--- config.mk ---
export PLATFORM = sky130hd
export DESIGN_NAME = da_hash_filter
export DESIGN_NICKNAME = d
export VERILOG_FILES = /design/src/rtl/da_filt_pkg.sv /design/src/rtl/da_addr_collect.sv /design/src/rtl/da_hash_index.sv /design/src/rtl/da_accept_decide.sv /design/src/rtl/da_hash_filter.sv
export SDC_FILE = /design/constraint.sdc
export NUM_CORES = 1
export LEC_CHECK = 0
export BUFFER_PORTS_ARGS = -buffer_cell sky130_fd_sc_hd__buf_2
export CORE_UTILIZATION = 30
export DETAILED_ROUTE_END_ITERATION = 8
export HOLD_SLACK_MARGIN = 0.03
export PLACE_DENSITY = 0.55
export SLEW_MARGIN = 20
export SYNTH_ARGS = -nofsm -noshare
export SYNTH_HDL_FRONTEND = slang
export SYNTH_SLANG_ARGS = --single-unit
--- constraint.sdc ---
create_clock -name clk -period 5.3 [get_ports clk]
set_clock_uncertainty 0.15 [all_clocks]
set_input_delay 0.265 -clock clk [delete_from_list [all_inputs] [get_ports clk]]
set_output_delay 0.265 -clock clk [all_outputs]
set_load 0.05 [all_outputs]
--- src/rtl/da_filt_pkg.sv ---
// Shared types for the destination address filter.
package da_filt_pkg;
    // Which rule produced the verdict; the codes are visible at the top ports.
    typedef enum logic [2:0] {
        MK_NONE    = 3'd0,
        MK_STATION = 3'd1,
        MK_BCAST   = 3'd2,
        MK_HASH    = 3'd3,
        MK_PROMISC = 3'd4
    } match_kind_e;
endpackage

--- src/rtl/da_addr_collect.sv ---
// Gathers the destination address bytes in arrival order.
// Assumes: sof marks byte 0 (the byte strobed with it); strobes past the
// last byte are dropped until the next sof. da_now shows the address
// including the byte being strobed this cycle, so a decision can be formed
// combinationally and registered on the same edge that takes the last byte.
module da_addr_collect #(
    parameter int BYTE_W  = 8,
    parameter int N_BYTES = 6,
    localparam int DA_W   = BYTE_W * N_BYTES,
    localparam int CNT_W  = $clog2(N_BYTES + 1)
) (
    input  logic              clk,
    input  logic              rst_n,
    input  logic              sof,
    input  logic              byte_vld,
    input  logic [BYTE_W-1:0] byte_in,
    output logic [DA_W-1:0]   da_now,
    output logic              last_byte
);
    logic [N_BYTES-1:0][BYTE_W-1:0] held;
    logic [CNT_W-1:0]               cnt;
    logic [CNT_W-1:0]               pos;
    logic                           take;

    // Position of the current strobe and whether it is collected.
    always_comb begin
        pos       = sof ? '0 : cnt;
        take      = byte_vld && (sof || (cnt < CNT_W'(N_BYTES)));
        last_byte = take && (pos == CNT_W'(N_BYTES - 1));
    end

    // Byte counter: restart on sof, saturate after the last byte.
    always_ff @(posedge clk) begin
        if (!rst_n)    cnt <= '0;
        else if (take) cnt <= pos + 1'b1;
        else if (sof)  cnt <= '0;
    end

    for (genvar k = 0; k < N_BYTES; k++) begin : g_byte
        // Store byte k when its strobe arrives.
        always_ff @(posedge clk) begin
            if (!rst_n)                           held[k] <= '0;
            else if (take && pos == CNT_W'(k))    held[k] <= byte_in;
        end
        // Present the incoming byte in place of the stored one.
        assign da_now[k*BYTE_W +: BYTE_W] =
            (take && pos == CNT_W'(k)) ? byte_in : held[k];
    end
endmodule

--- src/rtl/da_hash_index.sv ---
// Folds the address into a table index: bit n is the XOR of every
// IDX_W-th address bit starting at bit n. Assumes DA_W is a multiple of IDX_W.
module da_hash_index #(
    parameter int DA_W  = 48,
    parameter int IDX_W = 6,
    localparam int FOLDS = DA_W / IDX_W
) (
    input  logic [DA_W-1:0]  da,
    output logic [IDX_W-1:0] idx
);
    // XOR fold of the address into IDX_W bits.
    always_comb begin
        idx = '0;
        for (int i = 0; i < FOLDS; i++)
            for (int n = 0; n < IDX_W; n++)
                idx[n] = idx[n] ^ da[i*IDX_W + n];
    end
endmodule

--- src/rtl/da_accept_decide.sv ---
// Combines broadcast, station, hash and copy-all results into one verdict.
// Priority: copy-all, broadcast (accept or reject), station, hash.
// Assumes da[0] is the group (multicast) bit.
module da_accept_decide
    import da_filt_pkg::*;
#(
    parameter int DA_W  = 48,
    parameter int IDX_W = 6,
    localparam int TBL_W = 1 << IDX_W
) (
    input  logic [DA_W-1:0]  da,
    input  logic [IDX_W-1:0] idx,
    input  logic [TBL_W-1:0] table_bits,
    input  logic [DA_W-1:0]  station,
    input  logic             uc_hash_en,
    input  logic             mc_hash_en,
    input  logic             copy_all,
    input  logic             no_bcast,
    output logic             accept,
    output match_kind_e      kind
);
    logic is_bcast, sta_hit, hash_hit;

    // Per-rule hits.
    always_comb begin
        is_bcast = &da;
        sta_hit  = (da == station);
        hash_hit = table_bits[idx] && (da[0] ? mc_hash_en : uc_hash_en);
    end

    // Priority resolution.
    always_comb begin
        if (copy_all)      kind = MK_PROMISC;
        else if (is_bcast) kind = no_bcast ? MK_NONE : MK_BCAST;
        else if (sta_hit)  kind = MK_STATION;
        else if (hash_hit) kind = MK_HASH;
        else               kind = MK_NONE;
        accept = (kind != MK_NONE);
    end
endmodule

--- src/rtl/da_hash_filter.sv ---
// Destination address filter top: collects six address bytes, hashes and
// compares them, and registers the verdict one cycle after the last byte.
// Assumes configuration inputs are stable while an address is collected.
module da_hash_filter
    import da_filt_pkg::*;
#(
    parameter int BYTE_W  = 8,
    parameter int N_BYTES = 6,
    parameter int IDX_W   = 6,
    localparam int DA_W   = BYTE_W * N_BYTES,
    localparam int TBL_W  = 1 << IDX_W,
    localparam int HALF_W = TBL_W / 2,
    localparam int STL_W  = 32,
    localparam int STH_W  = DA_W - STL_W
) (
    input  logic              clk,
    input  logic              rst_n,
    input  logic              sof,
    input  logic              byte_vld,
    input  logic [BYTE_W-1:0] byte_in,
    input  logic [HALF_W-1:0] hash_lo,
    input  logic [HALF_W-1:0] hash_hi,
    input  logic [STL_W-1:0]  sta_lo,
    input  logic [STH_W-1:0]  sta_hi,
    input  logic              uc_hash_en,
    input  logic              mc_hash_en,
    input  logic              copy_all,
    input  logic              no_bcast,
    output logic              res_vld,
    output logic              accept,
    output logic [2:0]        match_kind
);
    logic [DA_W-1:0]  da_now;
    logic             last_byte;
    logic [IDX_W-1:0] idx;
    logic             acc_c;
    match_kind_e      kind_c;

    da_addr_collect #(.BYTE_W(BYTE_W), .N_BYTES(N_BYTES)) i_collect (
        .clk(clk), .rst_n(rst_n), .sof(sof), .byte_vld(byte_vld),
        .byte_in(byte_in), .da_now(da_now), .last_byte(last_byte)
    );

    da_hash_index #(.DA_W(DA_W), .IDX_W(IDX_W)) i_index (
        .da(da_now), .idx(idx)
    );

    da_accept_decide #(.DA_W(DA_W), .IDX_W(IDX_W)) i_decide (
        .da(da_now), .idx(idx), .table_bits({hash_hi, hash_lo}),
        .station({sta_hi, sta_lo}), .uc_hash_en(uc_hash_en),
        .mc_hash_en(mc_hash_en), .copy_all(copy_all), .no_bcast(no_bcast),
        .accept(acc_c), .kind(kind_c)
    );

    // Verdict register: pulse valid, hold accept and kind until the next one.
    always_ff @(posedge clk) begin
        if (!rst_n) begin
            res_vld    <= 1'b0;
            accept     <= 1'b0;
            match_kind <= 3'(MK_NONE);
        end else begin
            res_vld <= last_byte;
            if (last_byte) begin
                accept     <= acc_c;
                match_kind <= 3'(kind_c);
            end
        end
    end
endmodule

Word-level counts from Yosys, hierarchy flattened
Index checks and enable logic that the tools add are counted.

storage, ports and cells
  word-level logic and storage cells = 89
  output and inout bits = 5
  bits of input ports = 128
  flip-flop bits (word level) = 56

operators by class
  add/subtract/negate cells = 1
  bitwise logic cells = 42
  reductions and logical operators = 12
  eq/ne operators = 6
  multiplexer cells = 16
  order comparisons = 2

operators with widths
  cell                 number
  $eq 48x48->1         1
  $mux 8               6
  $reduce_and 48->1    1
  $xor 1x1->1          42
  $mux 3               5
  $logic_and 1x1->1    8
  $lt 6x7->1 const B   1
  $bmux 1 s6           1
  $eq 3x2->1 const B   2
  $eq 3x3->1 const B   2
  $mux 2               2
  $add 3x1->3 const B  1
  $eq 3x1->1 const B   1
  $logic_not 3->1      1
  $lt 3x3->1 const B   1
  $reduce_bool 3->1    1
  $mux 1               2
  $logic_or 1x1->1     1

Depth between registers and ports, before layout
Gate-level depths: netlist of the first run.

  depth in word-level cells = 20
  gate-level depth with buffers = 18
  depth with buffers taken out = 15

By module
Synthesis of the first run repeated with hierarchy kept, for this count alone.

second synthesis, totals
  cell total of the unflattened synthesis = 465
  area, all modules = 4234.1 sq um

modules (own cells, without submodules)
  module            times used  cells each  sequential area each (sq um)  area an instance (sq um)
  da_addr_collect   1           276         1021.0                        2406.1
  da_accept_decide  1           132         0.0                           1276.2
  da_hash_index     1           42          0.0                           367.9
  da_hash_filter    1           15          100.1                         183.9

Worst setup path before layout of the first run
No wires, ideal clock.

  kind = reg-to-reg
  start point = register i_collect.cnt[1]
  end point = register match_kind[1]
  path buffers = 0
  period minus slack after synthesis = 3.744 ns
  data arrival time = 3.472 ns
  library setup time = 0.121 ns
  stages on the path, launching flop included = 15
  setup slack = 1.556 ns
  data required time = 5.029 ns
  cells stage by stage = dfxtp_1 nor2b_1 inv_1 ha_1 nand3_4 mux2i_2 xnor3_1 a21o_4 nand2_4 mux4_2 a22oi_1 o211ai_1 o31ai_1 nand3b_4 o22ai_1

between the ends
  word-level cells in the longest chain between the ends = 19
  elaborated cells on any way between the ends = 74
  those cells by class = order compare (1); eq/ne (6); mux (14); bitwise (42); reduce/logical (11)

RTL lines
  element                       line                    RTL
  from (decl)                   da_addr_collect.sv:21   logic [CNT_W-1:0] cnt;
  from (signal assigned)        da_addr_collect.sv:35   else if (take) cnt <= pos + 1'b1;
  $lt 3x3->1                    da_addr_collect.sv:28   take = byte_vld && (sof || (cnt < CNT_W'(N_BYTES)));
  $logic_or 1x1->1              da_addr_collect.sv:28
  $logic_and 1x1->1             da_addr_collect.sv:28
  $logic_and 1x1->1             da_addr_collect.sv:47   (take && pos == CNT_W'(k)) ? byte_in : held[k];
  $mux 8                        da_addr_collect.sv:47
  $xor 1x1->1 (7 in series)     da_hash_index.sv:16     idx[n] = idx[n] ^ da[i*IDX_W + n];
  $bmux 1 s6                    da_accept_decide.sv:28  hash_hit = table_bits[idx] && (da[0] ? mc_hash_en : uc_hash_en);
  $mux 1 (implied by the code)  da_accept_decide.sv:28
  $logic_and 1x1->1             da_accept_decide.sv:28
  $mux 2                        da_accept_decide.sv:36  else if (hash_hit) kind = MK_HASH;
  $mux 3                        da_accept_decide.sv:35  else if (sta_hit) kind = MK_STATION;
  $mux 3                        da_accept_decide.sv:34  else if (is_bcast) kind = no_bcast ? MK_NONE : MK_BCAST;
  $mux 3                        da_accept_decide.sv:33  if (copy_all) kind = MK_PROMISC;
  to (signal assigned)          da_hash_filter.sv:60    match_kind <= 3'(MK_NONE);
  to (signal assigned)          da_hash_filter.sv:65    match_kind <= 3'(kind_c);
  to (decl)                     da_hash_filter.sv:31    output logic [2:0] match_kind

Parallel ways exist; a longest one is shown, timed or not. The select of a mux whose other input is x is not followed.
A chain may end at the register's enable or synchronous reset.

Final worst setup path of the first run
Ends and elaborated chain as after synthesis.

==> results.txt, run 1 <==
----------------------------------------------------
[Die]
  Vertical die dimension ... 121 microns
  Initial core utilization ... 30.6%
  DIE WIDTH ... 121 microns
  Area of the core region ... 0.0138 sq mm
  Die area ... 0.0146 sq mm
  I/O pins ... 133
  Rows ... 43

[Synth]
  Syn_nets ... 599
  Yosys warning count ... 0
  Count of flip-flops with a built-in enable after synthesis ... 0
  Gate count of the mapped netlist ... 468
  Cell types occupying the most area after synthesis ... sky130_fd_sc_hd__dfxtp_1, sky130_fd_sc_hd__mux2i_1, sky130_fd_sc_hd__xnor2_1
  Fraction of the yosys area taken by sequential cells ... 26.5%
  Fraction of synthesized cell area taken by the top area cell type ... 26.5%
  Cell area after synthesis ... 0.00423 sq mm
  Seq cells post-synth ... 56
  Library cell with the largest summed area after synthesis ... sky130_fd_sc_hd__dfxtp_1
  Commonest register cell after synthesis ... sky130_fd_sc_hd__dfxtp_1
  Distinct cells, synth ... 64
  Ys async rst share ... 0%
  Avg Synthesized Cell Area ... 9.05 sq um

[GRT]
  Number of antenna violations at the first check in global routing ... 0
  Met1 global-route usage ... 20.9%
  GRT Resource Usage Total ... 18.4%
  Global routing usage on met3 ... 3.68%
  Pin count of the biggest net entering global routing ... 54
  Global-route wire length before repair ... 20600 microns
  GR peak layer ... met2
  Met2 global-route usage ... 34.3%
  Overflow left after global routing ... 0
  Number of global-route vias before repair ... 4010

[Worst setup path]
  Family with the most delay on the worst path ... compound AO/OA/AOI/OAI gates
  Most used cell along the critical path ... sky130_fd_sc_hd__o211ai_1
  Crit path capture type ... flop
  Max stage delay cell, worst path ... sky130_fd_sc_hd__mux4_2
  Peak per-stage delay on the critical path ... 0.54 ns
  Crit path launch type ... flop
  Critical path class ... flop to flop
  Critical Path, Cell by Cell ... nor2b_1 -> ha_1 -> nand2_1 -> or3_1 -> a211oi_1 -> o211ai_1 -> a21o_4 -> nand2_4 -> mux4_2 -> a22oi_1 -> o211ai_1 -> o31ai_1 -> nand3b_4 -> o22ai_1
  Critical Path RT ... 5.29 ns
  Critical path fanouts, max ... 16
  Worst EP arrival ... 4.39 ns
  Worst Path Buf+Inv ... 0
  Worst Reg2Reg Path Length in Cells ... 14
  Path length in cells of the critical path ... 14

[Placed design]
  Port bufs ... 132
  Final RePlAce weighted congestion ... 0.856
  Post-detailed-placement half-perimeter wirelength ... 10500 microns

[Final layout]
  Share of post-route cells with drive strength above 1 ... 29.5%
  Antenna diodes ... 0
  Area Growth Syn to Fin ... 22.3%
  Filler instances ... 1419
  NumNets Final ... 720

[Worst hold path]
  Number of cells traversed by the worst hold path ... 3
  Class of the most critical hold timing path ... input port to flop

[Routing]
  WL/cell ... 16.9 microns
  Number of optimization iterations in the first detailed-route pass ... 6
  Number of remaining DRC errors ... 0
  DR vias ... 3877
  Number of design-rule violations left by the first detailed-router iteration ... 208
  Via density per instance ... 5.04
  Antenna violation net count after detailed routing ... 0
  Total wirelength of the detailed-routed design ... 13000 microns

[Clock tree]
  H-tree lvl count ... 2
  Number of sinks on the clock net ... 56
  Number of buffers inserted during clock tree synthesis ... 5
  Clk Tree Root Cell ... sky130_fd_sc_hd__clkbuf_16
  Post-CTS Hold Fix Bufs ... 0
  Post-CTS repair timing setup buffer count ... 0
  Worst skew pair latency ... 0.30 ns
  Cts repair resizes ... 0
  Maximum root-to-sink buffer count ... 2
  Clock-pin slew of the registers on the worst-case setup and hold paths ... 0.07 ns
  TritonCTS clock tree ... yes

[STA]
  Final Cycle Share ... 82.9%
  Final Hold Viols ... 0
  Unrepaired setup endpoints after global routing ... false
  Post-route setup TNS ... 0 ns
  Final setup vio count ... 0
  Peak Freq ... 228 MHz
  Pins Over Slew Limit ... 0
  Normalized max-slew margin ... 35.9%
  Shortest period the worst path allows ... 4.39 ns
  Transition time at the pin with the least slew margin ... 0.960 ns

[Flow run]
  Number of violations of the max-capacitance limit ... 0

[Power and ir drop]
  PwrDens ... 211 mW/mm^2
  Total power draw ... 1.09 mW
  Reported leakage power ... 2.19 nW
  Worst VDD drop ... 0.106 mV

[Status]
  Run status ... completed

----------------------------------------------------
==> sequential cells by signal (all words and copies together), names as in the netlist <==
name / flops
accept: 1
i_collect.cnt: 3
i_collect.held: 48
match_kind: 3
res_vld: 1
==> per-layer routing <==
layer / up-vias / share of wire (%)
met5: - / 0
met4: 0 / 2.0
met3: 19 / 6.3
met2: 140 / 52
met1: 1790 / 40
li1: 1928 / -
==> stage by stage <==
step                cell area, sq um  util, %  instances  hold slack, ns  setup WS, ns
floorplan                       4230        -        468           0.237          1.56
global placement                5030     36.4        762           0.299          1.04
detailed placement              5030     36.4        762           0.319         0.902
CTS                             5180     37.4        770          0.0762         0.873
global route                    5180     37.4        770           0.106         0.462
finish                          5180     37.4        770          0.0887         0.908
==> cells in the mapped netlist (4+ instances only) <==
library cell,number
sky130_fd_sc_hd__nor2_1,71
sky130_fd_sc_hd__xnor2_1,57
sky130_fd_sc_hd__dfxtp_1,56
sky130_fd_sc_hd__mux2i_1,53
sky130_fd_sc_hd__xor2_1,22
sky130_fd_sc_hd__a21oi_1,19
sky130_fd_sc_hd__nand4_1,17
sky130_fd_sc_hd__o21ai_0,14
sky130_fd_sc_hd__nand2_1,13
sky130_fd_sc_hd__nor4_1,13
sky130_fd_sc_hd__clkbuf_1,12
sky130_fd_sc_hd__mux4_2,9
sky130_fd_sc_hd__inv_1,7
sky130_fd_sc_hd__nand3_1,7
sky130_fd_sc_hd__and2_1,5
sky130_fd_sc_hd__mux2_2,5
sky130_fd_sc_hd__a2111oi_0,4
sky130_fd_sc_hd__nor3_1,4
sky130_fd_sc_hd__o211ai_1,4
==> worst paths after layout <==
check | from | end | slack, ns
setup / recovery | i_collect.cnt[1]$_SDFF_PN0_ | match_kind[1]$_SDFFE_PN0P_ | 0.91
hold / removal | copy_all | match_kind[2]$_SDFFE_PN0P_ | 0.09
setup reg to reg | i_collect.cnt[1]$_SDFF_PN0_ | match_kind[1]$_SDFFE_PN0P_ | 0.91
hold reg to reg | match_kind[2]$_SDFFE_PN0P_ | match_kind[2]$_SDFFE_PN0P_ | 0.33
==> report_power, final <==
group	leakage [nW]	internal (mW)	switching, mW	total, mW
clock network	0.0701	0.189	0.156	0.345
logic	1.66	0.153	0.160	0.313
registers	0.453	0.427	0.00518	0.432
==> kinds of logic after synthesis <==
family,share of synthesized area (%)
AOI/OAI and AO/OA,11.4
xor gates and xnor gates,18.0
adders and majority gates,0.887
buffers and inverters,3.58
DFF,26.5
muxes,20.2
and+or+nand+nor,19.5
==> layout by cell type (no fill, tap or decap), drive strengths merged, types with 3 or more instances in the layout <==
master / n
mux2: 5
mux2i: 57
nand2: 14
buf: 135
o221ai: 3
clkbuf: 7
o22ai: 3
inv: 9
a22oi: 3
nor3: 5
ha: 3
xnor2: 57
a21oi: 19
a2111oi: 4
nand3: 10
xor2: 22
mux4: 9
a211oi: 3
nand3b: 3
and2: 5
dfxtp: 56
nand4: 17
nor2: 72
xnor3: 3
o211ai: 4
o21ai: 16
nor2b: 3
nor4: 13
nor3b: 3
==> worst register-to-register path: cells and delay by family (launching register included) <==
kind | cells | cell delay, ns
AND/OR/NAND/NOR | 5 | 1.16
flip-flops | 1 | 0.42
multiplexers | 1 | 0.54
AO/OA/AOI/OAI | 7 | 1.80
adder cells (fa/ha/maj) | 1 | 0.19
==> layout make-up <==
cell class | instances | area (sq um) | area share, %
flip-flops and latches | 56 | 1120 | 21.7
multi-input cells | 382 | 2960 | 57.2
well taps | 180 | 225 | 4.35
clock buffers | 7 | 143 | 2.75
repair buffers | 135 | 683 | 13.2
clock inverters | 1 | 7.51 | 0.145
inverters | 9 | 36.3 | 0.701
Note: power is estimated with default switching activity, not from simulation.
==> run 2: changes to the inputs <==
--- a/config.mk
+++ b/config.mk
@@ -5,11 +5,12 @@
 export SDC_FILE = /design/constraint.sdc
 export NUM_CORES = 1
 export LEC_CHECK = 0
+export ABC_AREA = 1
 export BUFFER_PORTS_ARGS = -buffer_cell sky130_fd_sc_hd__buf_2
 export CORE_UTILIZATION = 30
 export DETAILED_ROUTE_END_ITERATION = 8
 export HOLD_SLACK_MARGIN = 0.03
-export PLACE_DENSITY = 0.55
+export PLACE_DENSITY = 0.56
 export SLEW_MARGIN = 20
 export SYNTH_ARGS = -nofsm -noshare
 export SYNTH_HDL_FRONTEND = slang
==> constraint.sdc (replaced) <==
create_clock -name clk -period 3.8 [get_ports clk]
set_clock_uncertainty 0.15 [all_clocks]
set_input_delay 0.19 -clock clk [delete_from_list [all_inputs] [get_ports clk]]
set_output_delay 0.19 -clock clk [all_outputs]
set_load 0.05 [all_outputs]
==> run 2 against run 1 <==
Compared with the run above: worst setup slack lost 0.54 ns; critical endpoint unchanged; largest power group is now combinational cells; sequential share of layout area shrank 2.4 points; sequential power grew 41%; final cell count grew 38%; die area grew 11%.
==> results.txt, run 2 <==
----------------------------------------------------
[Synth]
  Gate count of the mapped netlist ... 728 (+56%)
  Fraction of synthesized cell area taken by the top area cell type ... 23.9% (-2.6 points)
  Cell area after synthesis ... 0.00469 sq mm (+11%)
  Commonest register cell after synthesis ... sky130_fd_sc_hd__dfxtp_1
  Yosys warning count ... 0 (unchanged)
  Ys async rst share ... 0% (unchanged)
  Seq cells post-synth ... 56 (unchanged)
  Syn_nets ... 859 (+43%)
  Library cell with the largest summed area after synthesis ... sky130_fd_sc_hd__dfxtp_1
  Distinct cells, synth ... 41 (-36%)
  Avg Synthesized Cell Area ... 6.44 sq um (-29%)
  Count of flip-flops with a built-in enable after synthesis ... 0 (unchanged)
  Cell types occupying the most area after synthesis ... sky130_fd_sc_hd__dfxtp_1, sky130_fd_sc_hd__nand2_1, sky130_fd_sc_hd__nand3_1
  Most common library cells after synthesis ... sky130_fd_sc_hd__nand2_1, sky130_fd_sc_hd__inv_1, sky130_fd_sc_hd__nand3_1
  Fraction of the yosys area taken by sequential cells ... 23.9% (-2.6 points)
  Library cell with the highest instance count after synthesis ... sky130_fd_sc_hd__nand2_1

[GRT]
  GRT Resource Usage Total ... 18.7% (+0.30 points)
  Met2 global-route usage ... 32.0% (-2.3 points)
  GR peak layer ... met2
  Number of antenna violations at the first check in global routing ... 0 (unchanged)
  Pin count of the biggest net entering global routing ... 51 (-5.6%)
  Global-route wire length before repair ... 23500 microns (+14%)
  Overflow left after global routing ... 0 (unchanged)
  Number of global-route vias before repair ... 4625 (+15%)
  Global routing usage on met3 ... 2.60% (-1.1 points)
  Met1 global-route usage ... 24.0% (+3.1 points)

[STA]
  Unrepaired setup endpoints after global routing ... false
  Pins Over Slew Limit ... 0 (unchanged)
  Peak Freq ... 291 MHz (+28%)
  Normalized max-slew margin ... 42.1% (+6.3 points)
  Transition time at the pin with the least slew margin ... 0.859 ns (-0.102 ns)
  Final Hold Viols ... 0 (unchanged)
  Post-route setup TNS ... 0 ns (unchanged)
  Final Cycle Share ... 90.4% (+7.5 points)
  Final setup vio count ... 0 (unchanged)
  Shortest period the worst path allows ... 3.43 ns (-0.958 ns)

[Routing]
  DR vias ... 4893 (+26%)
  Number of optimization iterations in the first detailed-route pass ... 7 (+1)
  Via density per instance ... 4.62 (-8.2%)
  WL/cell ... 14.2 microns (-16%)
  Number of design-rule violations left by the first detailed-router iteration ... 330 (+59%)
  Antenna violation net count after detailed routing ... 0 (unchanged)
  Total wirelength of the detailed-routed design ... 15100 microns (+16%)
  Number of remaining DRC errors ... 0 (unchanged)

[Status]
  Run status ... completed

[Clock tree]
  Post-CTS Hold Fix Bufs ... 0 (unchanged)
  TritonCTS clock tree ... yes
  Clock-pin slew of the registers on the worst-case setup and hold paths ... 0.07 ns (about the same)
  Clk Tree Root Cell ... sky130_fd_sc_hd__clkbuf_16
  Maximum root-to-sink buffer count ... 2 (unchanged)
  Worst skew pair latency ... 0.29 ns (about the same)
  Number of sinks on the clock net ... 56 (unchanged)
  Number of buffers inserted during clock tree synthesis ... 5 (unchanged)
  H-tree lvl count ... 2 (unchanged)

[Final layout]
  Number of flip-flops under the largest register name ... 48 (unchanged)
  Biggest registers after layout ... i_collect.held: 48 flops, i_collect.cnt: 3 flops, match_kind: 3 flops
  Area Growth Syn to Fin ... 24.1%
  Core utilization of the finished layout ... 38.3% (+0.83 points)
  Register cell area after layout ... 0.00112 sq mm (+0.11%)
  Antenna diodes ... 0 (unchanged)
  NumNets Final ... 1001 (+39%)
  Filler instances ... 1633 (+15%)
  Most common cell after layout, fill and taps aside ... sky130_fd_sc_hd__nand2_1
  Area of combinational cells with multiple inputs ... 0.00305 sq mm (+2.9%)
  Cell area after layout ... 0.00582 sq mm (+12%)
  Largest reg by FF count ... i_collect.held
  Top library cells by usage in the layout, fill and taps aside ... sky130_fd_sc_hd__nand2_1, sky130_fd_sc_hd__buf_2, sky130_fd_sc_hd__inv_1
  Share of post-route cells with drive strength above 1 ... 28.2% (-1.2 points)

[Die]
  Area of the core region ... 0.0152 sq mm (+9.9%)
  Vertical die dimension ... 127 microns (+5.1%)
  Initial core utilization ... 30.8% (+0.22 points)
  DIE WIDTH ... 127 microns (+5.1%)
  I/O pins ... 133 (unchanged)
  Rows ... 45 (+4.7%)
  Die area ... 0.0161 sq mm (+11%)

[Worst hold path]
  Class of the most critical hold timing path ... input port to flop
  Hold Path Origin ... rst_n

[Worst setup path]
  Critical Path RT ... 3.89 ns (-1.40 ns)
  Crit path launch type ... flop
  Startpoint of the lowest-slack register-to-register path ... i_collect.cnt[0]$_SDFF_PN0_
  Worst EP arrival ... 3.52 ns (-0.87 ns)
  Critical path class ... flop to flop
  Launching element of the worst setup path ... i_collect.cnt[0]$_SDFF_PN0_
  Critical path fanouts, max ... 10 (-6)
  Crit path capture type ... flop

[Power and ir drop]
  Net load switching power ... 0.674 mW (+110%)
  Share of total power in the clock network ... 25.8% (-5.9 points)
  Reported leakage power ... 3.04 nW (+39%)
  Share of total power in combinational logic ... 41.1% (+12 points)
  Switching power share of the total ... 36.5% (+7.1 points)
  Worst VDD drop ... 0.172 mV (+62%)
  PwrDens ... 317 mW/mm^2 (+51%)
  Portion of total power attributed to sequential cells ... 33.1% (-6.5 points)
  Internal power consumption ... 1.17 mW (+52%)

[Flow run]
  Number of violations of the max-capacitance limit ... 0 (unchanged)

[Placed design]
  Instance area at placement ... 0.00562 sq mm (+12%)
  Post-detailed-placement half-perimeter wirelength ... 12200 microns (+16%)
  Final RePlAce weighted congestion ... 0.895 (+4.6%)
  Port bufs ... 132 (unchanged)

----------------------------------------------------
-- run 2: cell count changes in the layout (fill, tap and decap cells not counted), sizes merged, moves of 7 or more --
| cell | before | now |
|---|---|---|
| a21oi | 19 | 5 |
| buf | 135 | 156 |
| inv | 9 | 105 |
| mux2i | 57 | 0 |
| mux4 | 9 | 0 |
| nand2 | 14 | 186 |
| nand3 | 10 | 90 |
| nand3b | 3 | 23 |
| nand4 | 17 | 8 |
| nor2 | 72 | 79 |
| o21ai | 16 | 48 |
| or2 | 0 | 23 |
| xnor2 | 57 | 20 |
| xor2 | 22 | 37 |
-- run 2: final cells by class --
type / count / share of cell area [%]
clock buffer: 8 / 2.52
inverter: 106 / 6.90
multi-input combinational: 545 / 52.4
sequential: 56 / 19.3
tap: 188 / 4.04
timing repair buffer: 156 / 14.9
-- run 2: path summary, 6_finish.rpt --
check / end / depth (start not counted) / slack [ns]
max: match_kind[1]$_SDFFE_PN0P_ / 15 / 0.37
min: i_collect.cnt[0]$_SDFF_PN0_ / 3 / 0.05
max reg2reg: match_kind[1]$_SDFFE_PN0P_ / 15 / 0.37
min reg2reg: match_kind[2]$_SDFFE_PN0P_ / 2 / 0.36
-- run 2: what timing repair did --
action                     CTS  global route
setup buffers                0             2
resized for setup            0             9
setup endpoints to repair    0             3
-- run 2: worst max-delay path: stages, from the launching register on --
cell and delay, ns:
sky130_fd_sc_hd__dfxtp_1 0.36, sky130_fd_sc_hd__nand2_4 0.09, sky130_fd_sc_hd__inv_1 0.07, sky130_fd_sc_hd__ha_1 0.18, sky130_fd_sc_hd__nand4_2 0.30, sky130_fd_sc_hd__inv_1 0.31, sky130_fd_sc_hd__or2_2 0.15, sky130_fd_sc_hd__o21ai_0 0.29
sky130_fd_sc_hd__nor2_1 0.25, sky130_fd_sc_hd__nand3_1 0.10, sky130_fd_sc_hd__nor4_1 0.28, sky130_fd_sc_hd__nand3_1 0.18, sky130_fd_sc_hd__or2_2 0.31, sky130_fd_sc_hd__a21boi_1 0.19, sky130_fd_sc_hd__nor2_1 0.06, sky130_fd_sc_hd__nor2_1 0.08
-- run 2: power groups by stage --
| stage | logic, mW | registers, mW | clock network (mW) |
|---|---|---|---|
| 6_report | 0.759 | 0.611 | 0.476 |
| 5_1_grt | 0.847 | 0.613 | 0.508 |
| 4_1_cts | 0.744 | 0.611 | 0.488 |
| 3_5_place_dp | 0.741 | 0.625 | 0 |
| 3_3_place_gp | 0.742 | 0.624 | 0 |
| 2_1_floorplan | 0.530 | 0.624 | 0 |
-- run 2: logic make-up (layout without fill, tap and decap cells) --
group / after synthesis / after routing / share of synthesized area [%]
xor gates and xnor gates: 57 / 57 / 11.1
DFF: 56 / 56 / 23.9
adders and majority gates: 3 / 3 / 0.801
buffers and inverters: 127 / 270 / 11.6
and+or+nand+nor: 426 / 426 / 44.7
AOI/OAI and AO/OA: 59 / 59 / 7.82
-- run 2: metrics by stage --
stage	instances	worst slack [ns]	power, mW	hold slack [ns]
after floorplan	728	0.846	1.15	0.178
final	1059	0.366	1.85	0.0503
after detailed placement	1049	0.0892	1.37	0.352
after global routing	1059	0.0162	1.97	0.0496
after CTS	1057	0.123	1.84	0.0490
after global placement	1049	0.103	1.37	0.350
-- run 2: per-layer routing --
metal	part of all wire, %	vias up	wire, microns
met5	0	-	0
met4	2.8	0	418
met3	6.3	26	947
met2	45	186	6740
met1	46	2101	6970
li1	-	2580	-
==> run 3: changes to the inputs <==
--- a/config.mk
+++ b/config.mk
@@ -11,6 +11,7 @@
 export DETAILED_ROUTE_END_ITERATION = 8
 export HOLD_SLACK_MARGIN = 0.03
 export PLACE_DENSITY = 0.56
+export REMOVE_ABC_BUFFERS = 1
 export SLEW_MARGIN = 20
 export SYNTH_ARGS = -nofsm -noshare
 export SYNTH_HDL_FRONTEND = slang
==> run 3 against run 2 <==
Compared with the run above: largest cell class unchanged; die area is the same; core utilization rose by 0.18 points; sequential share of layout area is 0.091 points lower; worst setup slack better by 0.0056 ns; routed wire length up 1.8%; register-to-register slack barely moved; sequential power barely moved; final cell count down 0.19%; global-route usage increased by 0.24 points; power increased by 5.2%; highest routed layer unchanged; combinational power is 3.4% higher.
==> results.txt, run 3 (synthesis gave the netlist of run 2 again) <==
----------------------------------------------------
[Final layout]
  Top library cells by usage in the layout, fill and taps aside ... sky130_fd_sc_hd__nand2_1, sky130_fd_sc_hd__buf_2, sky130_fd_sc_hd__inv_1
  Area Growth Syn to Fin ... 24.7%
  Share of post-route cells with drive strength above 1 ... 28.2% (-0.050 points)
  Antenna diodes ... 0 (unchanged)
  Filler instances ... 1700 (+4.1%)
  NumNets Final ... 999 (-0.20%)
  Number of flip-flops under the largest register name ... 48 (unchanged)
  Largest reg by FF count ... i_collect.held
  Biggest registers after layout ... i_collect.held: 48 flops, i_collect.cnt: 3 flops, match_kind: 3 flops
  Most common cell after layout, fill and taps aside ... sky130_fd_sc_hd__nand2_1

[GRT]
  Number of antenna violations at the first check in global routing ... 0 (unchanged)
  GRT Resource Usage Total ... 19.0% (+0.24 points)
  Global-route wire length before repair ... 23700 microns (+0.56%)
  Overflow left after global routing ... 0 (unchanged)
  Number of global-route vias before repair ... 4530 (-2.1%)
  Pin count of the biggest net entering global routing ... 36 (-29%)

[Die]
  Area of the core region ... 0.0152 sq mm (unchanged)
  Vertical die dimension ... 127 microns (unchanged)
  Initial core utilization ... 30.8% (unchanged)
  I/O pins ... 133 (unchanged)
  Die area ... 0.0161 sq mm (unchanged)
  Rows ... 45 (unchanged)
  DIE WIDTH ... 127 microns (unchanged)

[Routing]
  Number of design-rule violations left by the first detailed-router iteration ... 278 (-16%)
  Number of remaining DRC errors ... 0 (unchanged)
  Via density per instance ... 4.72 (+2.1%)
  WL/cell ... 14.5 microns (+2.0%)
  Antenna violation net count after detailed routing ... 0 (unchanged)
  DR vias ... 4984 (+1.9%)
  Total wirelength of the detailed-routed design ... 15300 microns (+1.8%)
  Number of optimization iterations in the first detailed-route pass ... 6 (-1)

[Power and ir drop]
  Reported leakage power ... 3.06 nW (+0.55%)
  Net load switching power ... 0.706 mW (+4.8%)
  Internal power consumption ... 1.24 mW (+5.5%)
  Worst VDD drop ... 0.166 mV (-3.3%)
  PwrDens ... 332 mW/mm^2 (+4.7%)
  Share of total power in the clock network ... 28.2% (+2.4 points)
  Switching power share of the total ... 36.3% (-0.16 points)
  Share of total power in combinational logic ... 40.4% (-0.7 points)
  Portion of total power attributed to sequential cells ... 31.4% (-1.7 points)

[Placed design]
  Pre-CTS WS ... 0.210 ns (+0.121 ns)
  Post-detailed-placement half-perimeter wirelength ... 12400 microns (+1.6%)
  Port bufs ... 132 (unchanged)
  Final RePlAce weighted congestion ... 0.884 (-1.2%)

[Clock tree]
  Worst skew pair latency ... 0.30 ns (about the same)
  Clock-pin slew of the registers on the worst-case setup and hold paths ... 0.08 ns (about the same)
  H-tree lvl count ... 2 (unchanged)
  Number of buffers inserted during clock tree synthesis ... 5 (unchanged)
  Clk Tree Root Cell ... sky130_fd_sc_hd__clkbuf_16
  TritonCTS clock tree ... yes
  Number of sinks on the clock net ... 56 (unchanged)
  Maximum root-to-sink buffer count ... 2 (unchanged)

[Worst setup path]
  Flop2flop setup slack ... 0.37 ns (about the same)
  Worst Reg2Reg Path Length in Cells ... 18 (+3)
  Crit path launch type ... flop
  Worst EP arrival ... 3.47 ns (-0.05 ns)
  Startpoint of the lowest-slack register-to-register path ... i_collect.cnt[0]$_SDFF_PN0_
  Critical path fanouts, max ... 7 (-3)
  Critical Path RT ... 3.85 ns (-0.04 ns)
  Reg-to-Reg End ... match_kind[1]$_SDFFE_PN0P_
  Crit path capture type ... flop
  Critical path class ... flop to flop

[Status]
  Run status ... completed

[STA]
  Final setup vio count ... 0 (unchanged)
  Min setup slack post-route ... 0.372 ns (+0.00561 ns)
  Pins Over Slew Limit ... 0 (unchanged)
  Final Hold Viols ... 0 (unchanged)
  Transition time at the pin with the least slew margin ... 0.675 ns (-0.184 ns)
  Shortest period the worst path allows ... 3.43 ns (-0.00561 ns)
  Final Cycle Share ... 90.2% (-0.15 points)
  Normalized max-slew margin ... 54.5% (+12 points)
  Post-route setup TNS ... 0 ns (unchanged)
  Peak Freq ... 292 MHz (+0.16%)
  Unrepaired setup endpoints after global routing ... false

[Worst hold path]
  Min-Delay Endpoint ... i_collect.cnt[0]$_SDFF_PN0_
  Number of cells traversed by the worst hold path ... 3 (unchanged)
  Class of the most critical hold timing path ... input port to flop
  Hold Path Origin ... rst_n

[Flow run]
  Number of violations of the max-capacitance limit ... 0 (unchanged)

----------------------------------------------------
[run 3: cell types whose count changed in the layout (fill, tap and decap cells not counted), sizes merged]
cell    before  now
clkbuf       8    5
buf        156  154
bufinv       0    1
clkinv       1    2
inv        105  106
[run 3: per-layer routing]
layer	up-vias	share of wire [%]	track usage, %
li1	2573	-	-
met1	2155	45	25.4
met2	229	44	30.9
met3	27	8.2	3.27
met4	0	2.1	6.16
met5	-	0	0
[run 3: worst max-delay path: stages (launching register included)]
cell and delay (ns):
sky130_fd_sc_hd__dfxtp_1 0.33, sky130_fd_sc_hd__nand2_4 0.11, sky130_fd_sc_hd__inv_1 0.05, sky130_fd_sc_hd__ha_1 0.21, sky130_fd_sc_hd__nand2_1 0.15, sky130_fd_sc_hd__nor2_4 0.07, sky130_fd_sc_hd__buf_4 0.16, sky130_fd_sc_hd__o21ai_0 0.47
sky130_fd_sc_hd__or2_2 0.21, sky130_fd_sc_hd__nand4_1 0.08, sky130_fd_sc_hd__nor3_1 0.19, sky130_fd_sc_hd__nand4_1 0.12, sky130_fd_sc_hd__nor4_1 0.36, sky130_fd_sc_hd__buf_4 0.19, sky130_fd_sc_hd__nand3_1 0.11, sky130_fd_sc_hd__nand3_1 0.12
sky130_fd_sc_hd__a21boi_1 0.08, sky130_fd_sc_hd__nor2_1 0.10, sky130_fd_sc_hd__nor2_1 0.05
[run 3: area by class of cell]
| class | count | area, sq um | area share [%] |
|---|---|---|---|
| inverter | 106 | 400 | 6.85 |
| clock buffer | 5 | 125 | 2.14 |
| clock inverter | 3 | 47.5 | 0.813 |
| sequential | 56 | 1120 | 19.2 |
| timing repair buffer | 154 | 871 | 14.9 |
| multi-input combinational | 545 | 3040 | 52.1 |
| tap | 188 | 235 | 4.02 |
[run 3: worst max path at each step]
stage	end	from	slack (ns)	cells past startpoint
finish	match_kind[1]$_SDFFE_PN0P_	i_collect.cnt[0]$_SDFF_PN0_	0.37	18
global route	accept$_SDFFE_PN0P_	i_collect.cnt[0]$_SDFF_PN0_	0.02	18
global placement	match_kind[1]$_SDFFE_PN0P_	sof	0.22	22
CTS	accept$_SDFFE_PN0P_	i_collect.cnt[1]$_SDFF_PN0_	0.22	29
floorplan	accept$_SDFFE_PN0P_	i_collect.cnt[1]$_SDFF_PN0_	0.55	30
detailed placement	accept$_SDFFE_PN0P_	sof	0.21	31
[run 3: per-stage QoR]
| step | area, sq um | utilization, % | hold slack, ns | cells | power [mW] |
|---|---|---|---|---|---|
| 4_1_cts | 5740 | 37.7 | 0.0533 | 1050 | 1.91 |
| 3_5_place_dp | 5560 | 36.6 | 0.333 | 1042 | 1.36 |
| 2_1_floorplan | 4540 | - | 0.178 | 707 | 1.12 |
| 3_3_place_gp | 5560 | 36.6 | 0.340 | 1042 | 1.36 |
| 5_1_grt | 5850 | 38.5 | 0.0887 | 1057 | 2.06 |
| 6_report | 5850 | 38.5 | 0.0579 | 1057 | 1.94 |
[run 3: power by group through the flow]
stage                     Clock, mW  Sequential, mW  Combinational (mW)
after CTS                     0.559           0.611               0.738
after global routing          0.578           0.613               0.868
final                         0.547           0.611               0.785
after detailed placement          0           0.625               0.735
after global placement            0           0.625               0.736
after floorplan                   0           0.624               0.492
[run 3: what timing repair did]
action                                  CTS  global route
endpoints found under the setup margin    0             3
buffers inserted                          0             7
hold buffers                              0             0
resized for setup                         0             7
